[config.mk]
export PLATFORM = sky130hd
export DESIGN_NAME = chs_lba_xlate
export DESIGN_NICKNAME = d
export VERILOG_FILES = /design/src/rtl/chs_xlate_pkg.sv /design/src/rtl/chs_geom_regs.sv /design/src/rtl/chs_req_chk.sv /design/src/rtl/chs_seq_mac.sv /design/src/rtl/chs_lba_xlate.sv
export SDC_FILE = /design/constraint.sdc
export NUM_CORES = 1
export LEC_CHECK = 0
export CAP_MARGIN = 20
export CELL_PAD_IN_SITES_DETAIL_PLACEMENT = 1
export CELL_PAD_IN_SITES_GLOBAL_PLACEMENT = 2
export CORE_MARGIN = 5
export CORE_UTILIZATION = 39
export CTS_CLUSTER_SIZE = 8
export DETAILED_ROUTE_END_ITERATION = 10
export PLACE_DENSITY = 0.84
export SETUP_SLACK_MARGIN = 0.2
export SLEW_MARGIN = 0
export SYNTH_ARGS = -nofsm -noshare
export SYNTH_HDL_FRONTEND = slang
export SYNTH_SLANG_ARGS = --single-unit
export TNS_END_PERCENT = 1
[constraint.sdc]
create_clock -name clk_i -period 3.6 [get_ports clk_i]
set_clock_uncertainty 0.15 [all_clocks]
set_input_delay 0.54 -clock clk_i [delete_from_list [all_inputs] [get_ports clk_i]]
set_output_delay 0.54 -clock clk_i [all_outputs]
set_load 0.03 [all_outputs]
[src/rtl/chs_xlate_pkg.sv]
package chs_xlate_pkg;

  typedef enum logic [1:0] {
    ST_IDLE,
    ST_MUL_HEADS,
    ST_MUL_SPT
  } xlate_state_e;

  localparam int unsigned CAP_SECTORS = 205312;
  localparam int unsigned DEF_HEADS   = 8;
  localparam int unsigned DEF_SPT     = 32;

  function automatic int unsigned max_w(int unsigned a, int unsigned b);
    return (a > b) ? a : b;
  endfunction

endpackage

[src/rtl/chs_geom_regs.sv]
module chs_geom_regs #(
  parameter int unsigned CYL_W     = 16,
  parameter int unsigned HEAD_W    = 5,
  parameter int unsigned SEC_W     = 8,
  parameter int unsigned CAP       = 205312,
  parameter int unsigned DEF_HEADS = 8,
  parameter int unsigned DEF_SPT   = 32
) (
  input  logic              clk_i,
  input  logic              rst_ni,
  input  logic              we_i,
  input  logic [CYL_W-1:0]  cyls_i,
  input  logic [HEAD_W-1:0] heads_i,
  input  logic [SEC_W-1:0]  spt_i,
  output logic [HEAD_W-1:0] heads_o,
  output logic [SEC_W-1:0]  spt_o
);

  localparam int unsigned PROD_W = CYL_W + HEAD_W + SEC_W;

  logic [PROD_W-1:0] prod;
  logic              fits;
  logic [HEAD_W-1:0] heads_q;
  logic [SEC_W-1:0]  spt_q;

  always_comb begin
    prod = PROD_W'(cyls_i) * PROD_W'(heads_i) * PROD_W'(spt_i);
    fits = (|cyls_i) && (|heads_i) && (|spt_i) && (prod <= PROD_W'(CAP));
  end

  always_ff @(posedge clk_i or negedge rst_ni) begin
    if (!rst_ni) begin
      heads_q <= HEAD_W'(DEF_HEADS);
      spt_q   <= SEC_W'(DEF_SPT);
    end else if (we_i && fits) begin
      heads_q <= heads_i;
      spt_q   <= spt_i;
    end
  end

  assign heads_o = heads_q;
  assign spt_o   = spt_q;

endmodule

[src/rtl/chs_req_chk.sv]
module chs_req_chk #(
  parameter int unsigned HEAD_W = 5,
  parameter int unsigned SEC_W  = 8
) (
  input  logic [HEAD_W-1:0] head_i,
  input  logic [SEC_W-1:0]  sec_i,
  input  logic [HEAD_W-1:0] heads_i,
  input  logic [SEC_W-1:0]  spt_i,
  output logic              bad_o
);

  logic sec_zero, head_over, sec_over;

  always_comb begin
    sec_zero  = (sec_i == '0);
    head_over = (head_i >= heads_i);
    sec_over  = (sec_i > spt_i);
    bad_o     = sec_zero | head_over | sec_over;
  end

endmodule

[src/rtl/chs_seq_mac.sv]
// acc = a * b + c, one multiplier bit per cycle, LSB first
module chs_seq_mac #(
  parameter int unsigned A_W = 30,
  parameter int unsigned B_W = 8
) (
  input  logic           clk_i,
  input  logic           rst_ni,
  input  logic           start_i,
  input  logic [A_W-1:0] a_i,
  input  logic [B_W-1:0] b_i,
  input  logic [A_W-1:0] c_i,
  output logic [A_W-1:0] acc_o,
  output logic           done_o
);

  localparam int unsigned CNT_W = $clog2(B_W + 1);

  logic [A_W-1:0]   acc_q, mcand_q;
  logic [B_W-1:0]   mplier_q;
  logic [CNT_W-1:0] cnt_q;
  logic             run_q, done_q;

  always_ff @(posedge clk_i or negedge rst_ni) begin
    if (!rst_ni) begin
      acc_q    <= '0;
      mcand_q  <= '0;
      mplier_q <= '0;
      cnt_q    <= '0;
      run_q    <= 1'b0;
      done_q   <= 1'b0;
    end else if (start_i) begin
      acc_q    <= c_i;
      mcand_q  <= a_i;
      mplier_q <= b_i;
      cnt_q    <= CNT_W'(B_W);
      run_q    <= 1'b1;
      done_q   <= 1'b0;
    end else if (run_q) begin
      if (mplier_q[0]) acc_q <= acc_q + mcand_q;
      mcand_q  <= mcand_q << 1;
      mplier_q <= mplier_q >> 1;
      cnt_q    <= cnt_q - 1'b1;
      if (cnt_q == CNT_W'(1)) begin
        run_q  <= 1'b0;
        done_q <= 1'b1;
      end
    end else begin
      done_q <= 1'b0;
    end
  end

  assign acc_o  = acc_q;
  assign done_o = done_q;

endmodule

[src/rtl/chs_lba_xlate.sv]
module chs_lba_xlate
  import chs_xlate_pkg::*;
#(
  parameter int unsigned CYL_W     = 16,
  parameter int unsigned HEAD_W    = 5,
  parameter int unsigned SEC_W     = 8,
  parameter int unsigned CAP       = CAP_SECTORS,
  parameter int unsigned DEF_H     = DEF_HEADS,
  parameter int unsigned DEF_S     = DEF_SPT,
  parameter int unsigned LBA_W     = CYL_W + HEAD_W + SEC_W + 1
) (
  input  logic              clk_i,
  input  logic              rst_ni,
  input  logic              geo_we_i,
  input  logic [CYL_W-1:0]  geo_cyls_i,
  input  logic [HEAD_W-1:0] geo_heads_i,
  input  logic [SEC_W-1:0]  geo_spt_i,
  input  logic              req_i,
  input  logic [CYL_W-1:0]  cyl_i,
  input  logic [HEAD_W-1:0] head_i,
  input  logic [SEC_W-1:0]  sec_i,
  output logic              busy_o,
  output logic              done_o,
  output logic              valid_o,
  output logic              err_o,
  output logic [LBA_W-1:0]  lba_o
);

  localparam int unsigned MUL_W = max_w(HEAD_W, SEC_W);

  xlate_state_e      state_q;
  logic [HEAD_W-1:0] heads_cur;
  logic [SEC_W-1:0]  spt_cur, spt_q, sec_q;
  logic              bad_now, bad_q;
  logic              accept;
  logic              mac_start, mac_done;
  logic [LBA_W-1:0]  mac_a, mac_c, mac_acc;
  logic [MUL_W-1:0]  mac_b;
  logic              fin_err;
  logic              done_q, valid_q, err_q;
  logic [LBA_W-1:0]  lba_q;

  chs_geom_regs #(
    .CYL_W(CYL_W), .HEAD_W(HEAD_W), .SEC_W(SEC_W),
    .CAP(CAP), .DEF_HEADS(DEF_H), .DEF_SPT(DEF_S)
  ) geom_i (
    .clk_i(clk_i), .rst_ni(rst_ni), .we_i(geo_we_i),
    .cyls_i(geo_cyls_i), .heads_i(geo_heads_i), .spt_i(geo_spt_i),
    .heads_o(heads_cur), .spt_o(spt_cur)
  );

  chs_req_chk #(.HEAD_W(HEAD_W), .SEC_W(SEC_W)) chk_i (
    .head_i(head_i), .sec_i(sec_i),
    .heads_i(heads_cur), .spt_i(spt_cur),
    .bad_o(bad_now)
  );

  assign accept = (state_q == ST_IDLE) && req_i;

  // pass 1: cyl*heads+head, pass 2: (...)*spt + sec-1
  always_comb begin
    mac_start = accept || ((state_q == ST_MUL_HEADS) && mac_done);
    if (state_q == ST_IDLE) begin
      mac_a = LBA_W'(cyl_i);
      mac_b = MUL_W'(heads_cur);
      mac_c = LBA_W'(head_i);
    end else begin
      mac_a = mac_acc;
      mac_b = MUL_W'(spt_q);
      mac_c = (sec_q == '0) ? '0 : LBA_W'(sec_q) - LBA_W'(1);
    end
  end

  chs_seq_mac #(.A_W(LBA_W), .B_W(MUL_W)) mac_i (
    .clk_i(clk_i), .rst_ni(rst_ni), .start_i(mac_start),
    .a_i(mac_a), .b_i(mac_b), .c_i(mac_c),
    .acc_o(mac_acc), .done_o(mac_done)
  );

  assign fin_err = bad_q || (mac_acc >= LBA_W'(CAP));

  always_ff @(posedge clk_i or negedge rst_ni) begin
    if (!rst_ni) begin
      state_q <= ST_IDLE;
      sec_q   <= '0;
      spt_q   <= '0;
      bad_q   <= 1'b0;
    end else begin
      unique case (state_q)
        ST_IDLE: if (accept) begin
          sec_q   <= sec_i;
          spt_q   <= spt_cur;
          bad_q   <= bad_now;
          state_q <= ST_MUL_HEADS;
        end
        ST_MUL_HEADS: if (mac_done) state_q <= ST_MUL_SPT;
        ST_MUL_SPT:   if (mac_done) state_q <= ST_IDLE;
        default:      state_q <= ST_IDLE;
      endcase
    end
  end

  always_ff @(posedge clk_i or negedge rst_ni) begin
    if (!rst_ni) begin
      done_q  <= 1'b0;
      valid_q <= 1'b0;
      err_q   <= 1'b0;
      lba_q   <= '0;
    end else if ((state_q == ST_MUL_SPT) && mac_done) begin
      done_q  <= 1'b1;
      valid_q <= !fin_err;
      err_q   <= fin_err;
      lba_q   <= fin_err ? '0 : mac_acc;
    end else begin
      done_q  <= 1'b0;
    end
  end

  assign busy_o  = (state_q != ST_IDLE);
  assign done_o  = done_q;
  assign valid_o = valid_q;
  assign err_o   = err_q;
  assign lba_o   = lba_q;

endmodule

# Word level (Yosys, flattened, before mapping)
# Index checks and enable logic that the tools add are counted.
classes:
  n_addsub: 3
  n_mul: 2
  order_cmp: 4
  eq_ne: 7
  muxes: 25
  bitwise_logic: 2
  reduce_logical: 22
op_table:
  columns: ["op", "n"]
  rows:
  - ["two-way mux 30 bit", 9]
  - ["adder 30 bit", 1]
  - [">= comparator 30 x 18 -> 1 bit, second input constant", 1]
  - ["<= comparator 29 x 18 -> 1 bit, second input constant", 1]
  - ["multiplier 21 x 8 -> 29 bit", 1]
  - ["two-way mux 8 bit", 3]
  - ["multiplier 16 x 5 -> 21 bit", 1]
  - ["logical NOT 8 bit", 2]
  - ["OR reduction 16 bit", 1]
  - ["subtractor 8 x 1 -> 9 bit, second input constant", 1]
  - ["greater-than comparator 8 bit", 1]
  - ["two-way mux 4 bit", 2]
  - ["OR reduction 8 bit", 1]
  - ["logical AND 1 bit", 7]
  - ["two-way mux 1 bit", 7]
  - ["two-way mux 2 bit", 3]
  - ["one-hot mux 2 bit (3 select lines)", 1]
  - ["nonzero test 2 bit", 3]
  - [">= comparator 5 bit", 1]
  - ["OR reduction 5 bit", 1]
  - ["equality test 4 x 1 -> 1 bit, second input constant", 1]
  - ["inequality test 2 x 1 -> 1 bit, second input constant", 2]
  - ["AND reduction 2 bit", 2]
  - ["subtractor 4 x 1 -> 4 bit, second input constant", 1]
  - ["other kinds (9)", 11]
word_totals:
  reg_bits: 139
  out_inout_bits: 34
  word_cells: 81

# Logic depth before layout (Yosys ltp)
depth:
  depth_word: 5
  ltp_mapped: 36

# Modules after synthesis
# A second synthesis with hierarchy kept.
unflattened:
  cells_unflattened: 1779
  area_unflattened_um2: 16218.1
modules_own_cells:
  columns: ["mod", "instances", "cells_each", "area_per_inst_um2", "seq_area_each_um2"]
  rows:
  - ["chs_geom_regs", 1, 930, 8281.7, 327.8]
  - ["chs_seq_mac", 1, 553, 4929.7, 1851.8]
  - ["chs_lba_xlate", 1, 249, 2673.8, 1301.2]
  - ["chs_req_chk", 1, 47, 332.8, 0.0]

# Worst setup path after synthesis
# No wires, ideal clock.
synth_timing:
  kind: "input-to-reg"
  startpoint: "input port geo_heads_i[4]"
  endpoint: "register geom_i.heads_q[1] (netlist: geom_i.heads_o[1])"
  setup_ns: 0.125
  arrival_ns: 8.794
  required_time_ns: 3.325
  slack_ns: -5.469
  path_stages: 34
  path_buffers: 3
  path_cell_list: "clkbuf_1 > nand2_1 > fa_1 > fa_1 > inv_1 > fa_1 > ha_1 > nor2b_1 > o21ai_1 > a21boi_1 > o311ai_1 > a31oi_1 > a41o_1 > o41ai_1 > xnor2_1 > nor2b_1 > fa_1 > fa_1 > fa_1 > inv_1 > fa_1 > inv_1 > ha_1 > clkbuf_1 > nand2_1 > o211ai_1 > a21oi_1 > o21bai_1 > a221oi_2 > xnor2_1 > nor4_4 > nand4b_4 > buf_6 > mux2_4"
synth_via:
  elab_chain_cells: 5
  word_cells_on_any_way: 8
  cone_classes: "mul: 2; order compare: 1; reduce/logical: 5"
synth_rtl:
  columns: ["element", "line", "source"]
  rows:
  - ["start, declared", "chs_lba_xlate.sv:16", "input logic [HEAD_W-1:0] geo_heads_i,"]
  - ["multiplier 16 x 5 -> 21 bit / OR reduction 5 bit (equally long branches)", "chs_geom_regs.sv:27, chs_geom_regs.sv:28", null]
  - ["multiplier 21 x 8 -> 29 bit / logical AND 1 bit (equally long branches)", "chs_geom_regs.sv:27, chs_geom_regs.sv:28", null]
  - ["<= comparator 29 x 18 -> 1 bit / logical AND 1 bit (equally long branches)", "chs_geom_regs.sv:28", "fits = (|cyls_i) && (|heads_i) && (|spt_i) && (prod <= PROD_W'(CAP));"]
  - ["logical AND 1 bit *", "chs_geom_regs.sv:28", null]
  - ["logical AND 1 bit *", "chs_geom_regs.sv:35", "end else if (we_i && fits) begin"]
  - ["end signal, assigned", "chs_geom_regs.sv:33", "heads_q <= HEAD_W'(DEF_HEADS);"]
  - ["end signal, assigned", "chs_geom_regs.sv:36", "heads_q <= heads_i;"]
  - ["end, declared", "chs_geom_regs.sv:23", "logic [HEAD_W-1:0] heads_q;"]
# Mark *: on every way between the ends. The rest lies on a longest branch, timed or not.
# A chain may end at the register's enable or synchronous reset.

# Worst setup path in the final report
layout_timing:
  startpoint: "input port geo_cyls_i[0]"
  endpoint: "register geom_i.spt_q[4] (netlist: geom_i.spt_o[4])"
layout_via:
  elab_chain_cells: 5
  word_cells_on_any_way: 8
  cone_classes: "mul: 2; order compare: 1; reduce/logical: 5"
layout_rtl:
  columns: ["element", "line", "source"]
  rows:
  - ["start, declared", "chs_lba_xlate.sv:15", "input logic [CYL_W-1:0] geo_cyls_i,"]
  - ["multiplier 16 x 5 -> 21 bit / OR reduction 16 bit (equally long branches)", "chs_geom_regs.sv:27, chs_geom_regs.sv:28", null]
  - ["multiplier 21 x 8 -> 29 bit / logical AND 1 bit (equally long branches)", "chs_geom_regs.sv:27, chs_geom_regs.sv:28", null]
  - ["<= comparator 29 x 18 -> 1 bit / logical AND 1 bit (equally long branches)", "chs_geom_regs.sv:28", null]
  - ["logical AND 1 bit *", "chs_geom_regs.sv:28", null]
  - ["logical AND 1 bit *", "chs_geom_regs.sv:35", null]
  - ["end signal, assigned", "chs_geom_regs.sv:34", "spt_q <= SEC_W'(DEF_SPT);"]
  - ["end signal, assigned", "chs_geom_regs.sv:37", "spt_q <= spt_i;"]
  - ["end, declared", "chs_geom_regs.sv:24", "logic [SEC_W-1:0] spt_q;"]
# Marks and branches as above.

==> flow_summary.toml <==
[clock_network]
clk_latency_ns = 0.44
path_clk_slew_ns = 0.07
htreeDepth = 4
clockBufferDepth = 2
ctsRootBufferMaster = "clkbuf_16"
cts-buffers-inserted = 17
cts_num_sinks = 139
cts_tree = "yes"

[timing]
slew-limit-headroom_pct = 36.6
slew_violations = 0
worstMarginPinSlew_ns = 0.942
layout_min_cycle_time_ns = 8.66
rsz0062_at_grt = "true"
max_freq_ghz = 0.116
hold_violations = 0
finalCritPeriodShare_pct = 240
fin_ws_ns = -5.06
final-setup-viol-count = 13

[floorplan]
num_rows = 72
core_area_sq_mm = 0.0388
start_util_pct = 39.6
io_pins = 96
die_w_microns = 209
die_y_microns = 209
die_area_sq_mm = 0.0435

[routing]
viasPerCell = 5.32
drtIter0Drc = 481
ant_nets = 0
num_vias = 13291
dr.pass1.iters = 5
drc_errors = 0
wl_per_cell_microns = 18.5
drt_wl_total_microns = 46400

[worst_setup_path]
cpMostUsedCell = "fa_1"
slowest_stage = "fa_1"
slowest_delay_ns = 0.56
endpoint_kind = "flop"
critical_path_arrival_ns = 8.83
cp_max_fo = 7
critical_path_class = "input pin to flop"
required_ns = 3.78
worstRegToRegCells = 13
critPathLaunchType = "input pin"
r2r_start = "mac_i.acc_o[0]"
rrSetupSlack_ns = 0.35
regToRegEndpoint = "mac_i.acc_o[18]"

[status]
status = "complete, but fails checks"
violations = "negative setup slack"

[worst_hold_path]
worstHoldPathCells = 1
min_to = "valid_o"
worstHoldStart = "valid_o"
hold_class = "flop to flop"

[synthesis]
synth_xor_area_share_pct = 3.13
synthDominantCellAreaShare_pct = 22.3
yosys-top-cells-area = "dfrtp_1, fa_1, ha_1, and2_1, nand2_1"
yosysTopAreaCell = "dfrtp_1"
synth_edf_count = 0
ys_ff_latch = 139
yosysUniqueCellTypes = 74
avgSynthCellArea_sq_um = 9.10
syn_inst = 1692
synth_flop_cell = "dfrtp_1"
synthAdderAreaFrac_pct = 30.4
syn-num-nets = 2034
synth_warnings = 0
ys_seq_area_share_pct = 22.6
async_flop_share_pct = 100
synth_top_family_by_area = "adder cells"
synth-compound-area-share_pct = 15.2
synthMuxAreaShare_pct = 3.02
yosys.area_share.simple_pct = 19.8
syn_area_sq_mm = 0.0154

[grt]
grt_overflow = 0
grt_pass1_vias = 15197
antenna_found_initial = 1
grt_pass1_wl_microns = 77000
grtUsageTotal_pct = 21.1
grt_start_max_net_pins = 69

[place]
finalWeightedCongestion = 0.861
placedCellCount = 2445
io_buffers = 95
dp_hpwl_microns = 36300

[cells_and_area]
finalNonFillerCells = 2500
area_growth_pct = 28.8
n_fill_cell = 4440
fin_nets = 2311
diodes = 0
drive_above_1_share_pct = 19.9

[flow_run]
drv_cap = 0
## cell type report
| cell class | count | area (sq um) | area share, % |
|---|---|---|---|
| clock buffers | 18 | 439 | 2.22 |
| repair buffers | 323 | 2860 | 14.4 |
| clock inverters | 14 | 153 | 0.770 |
| multi-input cells | 1319 | 11600 | 58.6 |
| well taps | 518 | 648 | 3.27 |
| inverters | 169 | 634 | 3.20 |
| flip-flops and latches | 139 | 3480 | 17.6 |
## registers in the layout (all words and copies together), names as in the netlist, 2 cells and up
| name | cells |
|---|---|
| geom_i.heads_o | 5 |
| geom_i.spt_o | 8 |
| lba_o | 30 |
| mac_i.acc_o | 30 |
| mac_i.cnt_q | 4 |
| mac_i.mcand_q | 30 |
| mac_i.mplier_q | 8 |
| sec_q | 8 |
| spt_q | 8 |
| state_q | 2 |
## cells in the mapped netlist, types with 13 or more instances
library cell and n:
and2_1 180, o21ai_0 71, a21o_1 19, nand2b_1 13, xor2_1 21, nor2b_1 35
fa_1 157, a211oi_1 43, mux2i_1 19, nand3_1 13, a22o_1 19, inv_1 168
nor3_1 21, nand2_1 212, xnor2_1 34, nor2_1 53, and3_1 16, dfrtp_1 137
ha_1 123, a21oi_1 77, clkbuf_1 59, a31oi_1 31, o21a_1 14, nor4_1 17
## per-stage QoR
step	setup WS [ns]	hold WS, ns	util [%]	TNS (ns)	area [sq um]
after global placement	-5.59	0.309	48.1	-72.55	18700
after detailed placement	-5.81	0.320	48.1	-75.38	18700
after CTS	-5.26	0.339	49.9	-68.13	19400
after global routing	-5.34	0.353	51.1	-69.25	19800
after floorplan	-4.80	0.0944	-	-61.81	15800
final	-5.06	0.329	51.1	-65.56	19800
## logic make-up (layout without fill, tap and decap cells)
| family | after synthesis | in the layout |
|---|---|---|
| DFF | 139 | 139 |
| and+or+nand+nor | 592 | 592 |
| muxes | 40 | 40 |
| adders and majority gates | 280 | 280 |
| AOI/OAI and AO/OA | 352 | 352 |
| buffers and inverters | 234 | 524 |
| xor gates and xnor gates | 55 | 55 |
## placed cells by master, fill, tap and decap left out, types with 13 or more instances in the layout
cell,count
and2_1,174
nand2b_1,13
ha_1,109
o21ai_0,69
clkdlybuf4s50_1,79
dfrtp_1,136
nor3_1,18
mux2i_1,19
clkbuf_16,20
nor2_1,49
a21o_1,19
inv_1,162
and3_1,15
a31oi_1,28
nand2_1,203
a21oi_1,66
xnor2_1,27
o21a_1,14
a22o_1,19
nand3_1,13
xor2_1,21
nor4_1,17
a211oi_1,39
buf_4,209
fa_1,154
nor2b_1,34
## worst max path at each step
| stage | start | endpoint | slack (ns) | cells after the start |
|---|---|---|---|---|
| floorplan | geo_heads_i[2] | geom_i.heads_o[1] | -4.80 | 32 |
| global placement | geo_heads_i[3] | geom_i.spt_o[1] | -5.59 | 34 |
| detailed placement | geo_heads_i[4] | geom_i.heads_o[1] | -5.81 | 34 |
| CTS | geo_heads_i[2] | geom_i.spt_o[0] | -5.26 | 33 |
| global route | geo_cyls_i[0] | geom_i.heads_o[1] | -5.34 | 35 |
| finish | geo_cyls_i[0] | geom_i.spt_o[4] | -5.06 | 35 |
## repair_timing
item                                    CTS  global route
endpoints found under the setup margin   16            16
pin swaps                                 6            44
cloned                                    0             5
hold buffers                              1             0
buffers inserted                          0            17
hold endpoints to repair                  7             0
gates resized for setup                  16            82
## per-layer routing
| metal | wire (microns) | track usage, % |
|---|---|---|
| met1 | 19000 | 24.8 |
| met2 | 25400 | 41.0 |
| met3 | 919 | 1.92 |
| met4 | 1050 | 5.63 |
| met5 | 0 | 0 |
## worst max-delay path, delay by kind of cell
| family | cells | cell delay [ns] |
|---|---|---|
| buffers and inverters | 9 | 0.92 |
| XOR/XNOR | 1 | 0.19 |
| AO/OA/AOI/OAI | 10 | 1.88 |
| AND/OR/NAND/NOR | 5 | 0.87 |
| multiplexers | 1 | 0.30 |
| adder cells (fa/ha/maj) | 9 | 4.12 |
Power is left out: the tool's default activity adds up to more than one toggle a clock period on the data nets, which glitch-free logic cannot reach.
